File: config.mk
export PLATFORM = sky130hd
export DESIGN_NAME = pwm_out_stage
export DESIGN_NICKNAME = d
export VERILOG_FILES = /design/src/rtl/pwm_out_pkg.sv /design/src/rtl/pwm_dead_time.sv /design/src/rtl/pwm_trig_gate.sv /design/src/rtl/pwm_grp_drive.sv /design/src/rtl/pwm_out_stage.sv
export SDC_FILE = /design/constraint.sdc
export NUM_CORES = 1
export LEC_CHECK = 0
export BUFFER_PORTS_ARGS = -buffer_cell sky130_fd_sc_hd__buf_2
export CORE_AREA = 3 3 40 42
export CTS_BUF_LIST = sky130_fd_sc_hd__clkbuf_2 sky130_fd_sc_hd__clkbuf_4 sky130_fd_sc_hd__clkbuf_8
export CTS_CLUSTER_DIAMETER = 60
export DETAILED_ROUTE_END_ITERATION = 8
export DIE_AREA = 0 0 43 45
export PLACE_DENSITY = 0.79
export SLEW_MARGIN = 20
export SYNTH_ARGS = -nofsm -noshare
export SYNTH_HDL_FRONTEND = slang
export SYNTH_SLANG_ARGS = --single-unit
File: constraint.sdc
create_clock -name clk_i -period 6.4 [get_ports clk_i]
set_clock_uncertainty 0.05 [all_clocks]
set_input_delay 1.6 -clock clk_i [delete_from_list [all_inputs] [get_ports clk_i]]
set_output_delay 1.6 -clock clk_i [all_outputs]
set_load 0.05 [all_outputs]
File: src/rtl/pwm_out_pkg.sv
package pwm_out_pkg;
  localparam int DT_W   = 6;
  localparam int MODE_W = 3;
  localparam int N_GRP  = 2;

  localparam logic [MODE_W-1:0] MODE_SINGLE = '0;

  typedef enum logic [1:0] {
    SD_TRI_0    = 2'b00,
    SD_TRI_1    = 2'b01,
    SD_INACTIVE = 2'b10,
    SD_ACTIVE   = 2'b11
  } sd_state_e;
endpackage

File: src/rtl/pwm_dead_time.sv
module pwm_dead_time #(
  parameter int DT_W = 6
) (
  input  logic            clk_i,
  input  logic            rst_ni,
  input  logic            pwm_i,
  input  logic [DT_W-1:0] dt_i,
  output logic            act_a_o,
  output logic            act_b_o
);
  localparam logic [DT_W-1:0] RUN_MAX = '1;

  logic            lvl_q;
  logic [DT_W-1:0] run_q;
  logic            settled;

  // run_q counts clocks the sampled level has held, saturating
  always_ff @(posedge clk_i or negedge rst_ni) begin
    if (!rst_ni) begin
      lvl_q <= 1'b0;
      run_q <= '0;
    end else if (pwm_i != lvl_q) begin
      lvl_q <= pwm_i;
      run_q <= '0;
    end else if (run_q != RUN_MAX) begin
      run_q <= run_q + 1'b1;
    end
  end

  assign settled = (run_q >= dt_i);
  assign act_a_o = lvl_q & settled;
  assign act_b_o = ~lvl_q & settled;


  dt_rise_a_chk: assert property (@(posedge clk_i) disable iff (!rst_ni)
    ((dt_i != '0) && $rose(act_a_o)) |-> $past(lvl_q));

  dt_rise_b_chk: assert property (@(posedge clk_i) disable iff (!rst_ni)
    ((dt_i != '0) && $rose(act_b_o)) |-> !$past(lvl_q));

  no_overlap_chk: assert property (@(posedge clk_i) disable iff (!rst_ni)
    !(act_a_o && act_b_o));
endmodule

File: src/rtl/pwm_trig_gate.sv
module pwm_trig_gate (
  input  logic clk_i,
  input  logic rst_ni,
  input  logic trig_i,
  input  logic trig_en_i,
  input  logic oe_on_trig_i,
  output logic hold_o
);
  logic armed_q;

  always_ff @(posedge clk_i or negedge rst_ni) begin
    if (!rst_ni)         armed_q <= 1'b0;
    else if (!trig_en_i) armed_q <= 1'b0;
    else if (trig_i)     armed_q <= 1'b1;
  end

  assign hold_o = oe_on_trig_i & trig_en_i & ~armed_q;


  arm_src_chk: assert property (@(posedge clk_i) disable iff (!rst_ni)
    $rose(armed_q) |-> $past(trig_i));

  arm_clr_chk: assert property (@(posedge clk_i) disable iff (!rst_ni)
    !trig_en_i |=> !armed_q);
endmodule

File: src/rtl/pwm_grp_drive.sv
module pwm_grp_drive
  import pwm_out_pkg::*;
(
  input  logic       clk_i,
  input  logic       rst_ni,
  input  logic       act_i,
  input  logic       pol_i,
  input  logic [1:0] sd_i,
  input  logic       shdn_i,
  input  logic       hold_i,
  input  logic       mode_ok_i,
  output logic       pin_o,
  output logic       oe_o
);
  sd_state_e sd_st;
  assign sd_st = sd_state_e'(sd_i);

  // priority: mode, shutdown, trigger hold, normal
  always_comb begin
    pin_o = pol_i;
    oe_o  = 1'b0;
    if (!mode_ok_i) begin
      oe_o = 1'b0;
    end else if (shdn_i) begin
      unique case (sd_st)
        SD_ACTIVE:   begin pin_o = ~pol_i; oe_o = 1'b1; end
        SD_INACTIVE: begin pin_o = pol_i;  oe_o = 1'b1; end
        default:     begin pin_o = pol_i;  oe_o = 1'b0; end
      endcase
    end else if (hold_i) begin
      oe_o = 1'b0;
    end else begin
      pin_o = act_i ^ pol_i;
      oe_o  = 1'b1;
    end
  end


  sd_tri_chk: assert property (@(posedge clk_i) disable iff (!rst_ni)
    (mode_ok_i && shdn_i && !sd_i[1]) |-> !oe_o);

  idle_level_chk: assert property (@(posedge clk_i) disable iff (!rst_ni)
    !oe_o |-> (pin_o == pol_i));
endmodule

File: src/rtl/pwm_out_stage.sv
module pwm_out_stage
  import pwm_out_pkg::*;
#(
  parameter int DT_WIDTH = DT_W
) (
  input  logic                clk_i,
  input  logic                rst_ni,
  input  logic                pwm_i,
  input  logic                shdn_i,
  input  logic                trig_i,
  input  logic                trig_en_i,
  input  logic                oe_on_trig_i,
  input  logic [DT_WIDTH-1:0] dt_i,
  input  logic                pol_a_i,
  input  logic                pol_b_i,
  input  logic [1:0]          sd_a_i,
  input  logic [1:0]          sd_b_i,
  input  logic [MODE_W-1:0]   mode_i,
  output logic                a_o,
  output logic                a_oe_o,
  output logic                b_o,
  output logic                b_oe_o
);
  logic             act_a, act_b, hold, shdn_q, shdn_eff, mode_ok;
  logic [N_GRP-1:0] act_v, pol_v, pin_v, oe_v;
  logic [1:0]       sd_v [N_GRP];

  // asserts at once, releases on the first edge that samples it low
  always_ff @(posedge clk_i or negedge rst_ni) begin
    if (!rst_ni) shdn_q <= 1'b0;
    else         shdn_q <= shdn_i;
  end
  assign shdn_eff = shdn_i | shdn_q;
  assign mode_ok  = (mode_i == MODE_SINGLE);

  pwm_dead_time #(.DT_W(DT_WIDTH)) u_dt (
    .clk_i   (clk_i),
    .rst_ni  (rst_ni),
    .pwm_i   (pwm_i),
    .dt_i    (dt_i),
    .act_a_o (act_a),
    .act_b_o (act_b)
  );

  pwm_trig_gate u_trig (
    .clk_i        (clk_i),
    .rst_ni       (rst_ni),
    .trig_i       (trig_i),
    .trig_en_i    (trig_en_i),
    .oe_on_trig_i (oe_on_trig_i),
    .hold_o       (hold)
  );

  assign act_v = {act_b, act_a};
  assign pol_v = {pol_b_i, pol_a_i};
  assign sd_v[0] = sd_a_i;
  assign sd_v[1] = sd_b_i;

  for (genvar g = 0; g < N_GRP; g++) begin : g_grp
    pwm_grp_drive u_drv (
      .clk_i     (clk_i),
      .rst_ni    (rst_ni),
      .act_i     (act_v[g]),
      .pol_i     (pol_v[g]),
      .sd_i      (sd_v[g]),
      .shdn_i    (shdn_eff),
      .hold_i    (hold),
      .mode_ok_i (mode_ok),
      .pin_o     (pin_v[g]),
      .oe_o      (oe_v[g])
    );
  end

  assign a_o    = pin_v[0];
  assign a_oe_o = oe_v[0];
  assign b_o    = pin_v[1];
  assign b_oe_o = oe_v[1];


  reserved_mode_chk: assert property (@(posedge clk_i) disable iff (!rst_ni)
    (mode_i != MODE_SINGLE) |-> (!a_oe_o && !b_oe_o));

  shdn_async_chk: assert property (@(posedge clk_i) disable iff (!rst_ni)
    (shdn_i && mode_ok && sd_a_i == 2'b11) |-> (a_oe_o && a_o == ~pol_a_i));

  shdn_release_chk: assert property (@(posedge clk_i) disable iff (!rst_ni)
    ($past(shdn_i) && mode_ok && sd_b_i == 2'b10) |-> (b_oe_o && b_o == pol_b_i));

  pin_overlap_chk: assert property (@(posedge clk_i) disable iff (!rst_ni)
    (a_oe_o && b_oe_o && !shdn_eff) |-> !((a_o ^ pol_a_i) && (b_o ^ pol_b_i)));
endmodule

=== Word-level counts from Yosys, hierarchy flattened ===
Index checks and enable logic that the tools add are counted.

* Div/mod/pow operators: 0
* Reduce and logical (&&, ||, !) cells: 4
* Equal/unequal tests: 7
* Multipliers: 0
* Add/subtract/negate cells: 1
* Bitwise operators: 11
* Shifts and indexed selects: 0
* $lt $le $gt $ge: 1
* Multiplexer cells: 19

{| class="wikitable"
|+ Operators by type and width
! operator !! number
|-
| 2-to-1 mux 1 bit || 17
|-
| 2-to-1 mux 6 bit || 2
|-
| equality test 2 bit, second input constant || 4
|-
| adder 6 x 1 -> 6 bit, second input constant || 1
|-
| >= comparator 6 bit || 1
|-
| inequality test 6 bit, second input constant || 1
|-
| bitwise AND 1 bit || 4
|-
| inverter 1 bit || 4
|-
| OR reduction 2 bit || 2
|-
| logical NOT 3 bit || 1
|-
| inequality test 2 bit, second input constant || 1
|-
| nonzero test 2 bit || 1
|-
| XOR 1 bit || 2
|-
| inequality test 1 bit || 1
|-
| bitwise OR 1 bit || 1
|}

* ROM bits: 0
* Register bits after elaboration: 9
* Memory bits (writable): 0
* Latch bits: 0
* Bits of input ports: 22
* Memories: 0

=== Depth between registers and ports, before layout ===
* Depth in word-level cells: 6
* Mapped depth: 7
* Depth with buffers taken out: 7

=== By module ===
A second synthesis with hierarchy kept.

* Cell total of the unflattened synthesis: 71
* Area, all modules: 661.9 µm²

{| class="wikitable"
|+ By module, submodules not included
! module !! times used !! cells an instance !! area an instance (µm²)
|-
| pwm_dead_time || 1 || 53 || 506.7
|-
| pwm_grp_drive || 2 || 6 || 38.8
|-
| pwm_trig_gate || 1 || 3 || 41.3
|-
| pwm_out_stage || 1 || 3 || 36.3
|}

=== Worst setup path after synthesis ===
No wires, ideal clock.

* Path kind: input-to-output
* Start point: input mode_i[1]
* End point: output a_o
* Arrival: 3.179 ns
* Path slack: 1.571 ns
* Cell stages on the path: 4
* Cells stage by stage: or3_4 nor4_4 a31oi_1 xnor2_1

* Cells in the longest elaborated chain, start to end: 2

{| class="wikitable"
|+ RTL lines
! item !! RTL line !! text
|-
| from (decl) || pwm_out_stage.sv:18 || <nowiki>input logic [MODE_W-1:0] mode_i,</nowiki>
|-
| logical NOT 3 bit || pwm_out_stage.sv:34 || <nowiki>assign mode_ok = (mode_i == MODE_SINGLE);</nowiki>
|-
| 2-to-1 mux 1 bit || pwm_grp_drive.sv:22 || <nowiki>if (!mode_ok_i) begin</nowiki>
|-
| to (decl) || pwm_out_stage.sv:19 || <nowiki>output logic a_o,</nowiki>
|}

Every way passes these cells.

=== Worst setup path in the final report ===
* Start point: input dt_i[0]
* End point: output b_o

* Cells in the longest elaborated chain, start to end: 6

{| class="wikitable"
|+ RTL lines
! item !! RTL line !! text
|-
| from (decl) || pwm_out_stage.sv:13 || <nowiki>input logic [DT_WIDTH-1:0] dt_i,</nowiki>
|-
| >= comparator 6 bit || pwm_dead_time.sv:30 || <nowiki>assign settled = (run_q >= dt_i);</nowiki>
|-
| bitwise AND 1 bit || pwm_dead_time.sv:32 || <nowiki>assign act_b_o = ~lvl_q & settled;</nowiki>
|-
| XOR 1 bit || pwm_grp_drive.sv:33 || <nowiki>pin_o = act_i ^ pol_i;</nowiki>
|-
| 2-to-1 mux 1 bit || pwm_grp_drive.sv:30 || <nowiki>end else if (hold_i) begin</nowiki>
|-
| 2-to-1 mux 1 bit || pwm_grp_drive.sv:24 || <nowiki>end else if (shdn_i) begin</nowiki>
|-
| 2-to-1 mux 1 bit || pwm_grp_drive.sv:22 ||
|-
| to (decl) || pwm_out_stage.sv:21 || <nowiki>output logic b_o,</nowiki>
|}

Every way passes these cells.

==> metrics.txt <==
critical path launch point=dt_i[0]; vias in the first global route=504; critical path required time=around 4.8 ns; Seq cells post-synth=9; fin nets=~130; Worst setup EP type=output pin; Worst R2R End=u_dt.run_q[1]; Crit-path slowest cell=ha_1; HP Class=flip-flop to flip-flop; Hold Path Cell Cnt=1; GRT overflow=0; Final Setup Violations=0; Syn Nets=98; Reg2Reg Depth=5; Synth Instances=69; Post-Syn Area per Cell=9.10 um^2; gr usage total=13.7%; die width=43 um; via count=563; CTS Buffer Depth=2; Worst Hold Path EP=u_trig.armed_q; Antenna diodes=0; outcome=complete, no violations; Die H=45 um; layout cells sized above 1=33.0%; GP Congestion=0.743; commonest non-fill, non-tap cell in the layout=buf_2; worst path cell trace=buf_2 -> ha_1 -> nand2b_1 -> a21oi_1 -> o221ai_2 -> a31oi_1 -> xnor2_1 -> buf_2; clock latency on the worst-skew pair=0.25 ns; number of buffers added on ports=25; CTS tree=done; Worst setup SP type=input port; flop2flop setup slack=4.89 ns; cell leakage power=0.420 nW; Slew @ Worst Pin=0.413 ns; Final Max Tran Viols=0; DRT iter0 DRCs=11; Clock Tree Root=clkbuf_4; drt pass-1 iters=4; Post-CTS Setup Bufs=0; library cells used by synthesis=23; Buf+Inv Stages, Crit Path=2; MaxCap Viol Count=0; critical path type=input port to output pin; Clock transition at path regs=~0.050 ns; cell mode on critical path=buf_2; Post-CTS Hold Buffers=0; power density over the cells=181 nW/um^2; FILL cells=111; Hold Fails Final Rpt=0; CP peak stage delay=0.27 ns; largest net degree at the start of global routing=10; clock sink total=9; Detailed Place HPWL=roughly 1000 um; worst vdd rail ir drop=0.104 mV; r2r startpoint=u_dt.run_q[0]; area grow syn2layout=27.1%; cts repair resizes=0; I/O Pins=26; core area=1280 um^2; Cell Area, Synth=628 um^2; period utilisation layout=about three quarters; Post-Route WL=1160 um; RSZ-0062 raised after global routing=no; fin area=798 um^2; fin crit period=4.70 ns; HP Start=u_trig.armed_q; critical path arrival=3.05 ns; post-route ant nets=0; first-pass GRT wire length=2010 um; Cell Rows=13; Synth Warn #=0; drt wl/cell=10.3 um; setup TNS=0 ns; initial antenna violation count=0; Placement Cell Area=768 um^2; full die area=1940 um^2; CP top delay family=compound AO/OA/AOI/OAI gates; crit path max fanout=2; Residual DRC=0; sequential share of the synthesized area=between 30% and 40%; Max Fclk=about 210 MHz; total CTS buffers=3; Worst slew margin=a little over 70%; most frequent cells in the layout=25 x buf_2, 9 x dfrtp_1, 7 x inv_1, 7 x nor2_1, 7 x ha_1; Initial Utilization=48.9%; vias per inst=5.03; H-tree depth=1
==> power by group <==
group	switching (W)	total (W)	internal, W
Clock	0.0000168	0.0000449	0.0000281
Sequential	0.00000440	0.0000654	0.0000610
Combinational	0.0000192	0.0000340	0.0000149
Total	0.0000404	0.000144	0.000104
==> per-layer routing <==
metal	vias up	global-route usage, %	routed length, um
li1	300	-	-
met1	245	19.1	539
met2	16	20.4	541
met3	2	2.39	66
met4	0	7.23	9
met5	-	0	0
==> through the flow <==
step                      hold slack [ns]  setup WS (ns)  power [W]  cells  utilization (%)
final                               0.435           1.70   0.000144    112             62.1
after detailed placement            0.427           1.69   0.000101    108             59.8
after floorplan                     0.402           1.57  0.0000872     69                -
after global placement              0.414           1.72  0.0000991    108             59.8
after CTS                           0.440           1.68   0.000146    112             62.1
after global routing                0.484           1.56   0.000155    112             62.1
==> synth_stat cells <==
master | instances | area share [%]
nor4_4 | 1 | 3.4
o21a_1 | 3 | 3.6
dfrtp_1 | 9 | 36
nand3b_1 | 1 | 1.2
nor3_1 | 3 | 2.4
nand3_1 | 4 | 3.2
inv_1 | 7 | 4.2
o21ai_0 | 3 | 2.4
a21oi_1 | 4 | 3.2
nor2_1 | 7 | 4.2
ha_1 | 7 | 14
and3_1 | 2 | 2.0
nor3b_1 | 1 | 1.2
clkbuf_1 | 1 | 0.60
nand2b_1 | 1 | 1.0
xnor2_1 | 3 | 4.2
nand4_1 | 1 | 1.0
o221ai_2 | 1 | 2.4
xor2_1 | 1 | 1.4
nand2_1 | 4 | 2.4
mux2i_1 | 1 | 1.6
or3_4 | 1 | 1.8
a31oi_1 | 3 | 3.0
==> final cells by class <==
cell class | instances | area (um^2) | area share (%)
multi-input combinational | 52 | 373 | 46.7
clock buffer | 4 | 30.0 | 3.76
sequential | 9 | 225 | 28.2
timing repair buffer | 25 | 125 | 15.7
tap | 15 | 18.8 | 2.35
inverter | 7 | 26.3 | 3.29
==> sequential cells by signal, indices dropped and copies added, names as in the netlist <==
signal          flops
u_dt.run_q          6
u_trig.armed_q      1
shdn_q              1
u_dt.lvl_q          1
==> worst max path at each step <==
stage | endpoint | slack (ns) | cells past startpoint
after floorplan | a_o | 1.57 | 4
after global placement | a_o | 1.72 | 8
after detailed placement | a_o | 1.69 | 8
after CTS | a_o | 1.68 | 8
after global routing | a_o | 1.56 | 8
final | b_o | 1.70 | 8
==> logic make-up (layout without fill, tap and decap cells) <==
family          after synthesis  after routing  synth area share, %
compound gates               14             14                 14.5
xor+xnor                      4              4                 5.58
fa+ha+maj                     7              7                 13.9
buf+inv                       8             36                 4.78
flops                         9              9                 35.9
mux                           1              1                 1.59
simple gates                 26             26                 23.7
Power figures use the tool's default switching activity.
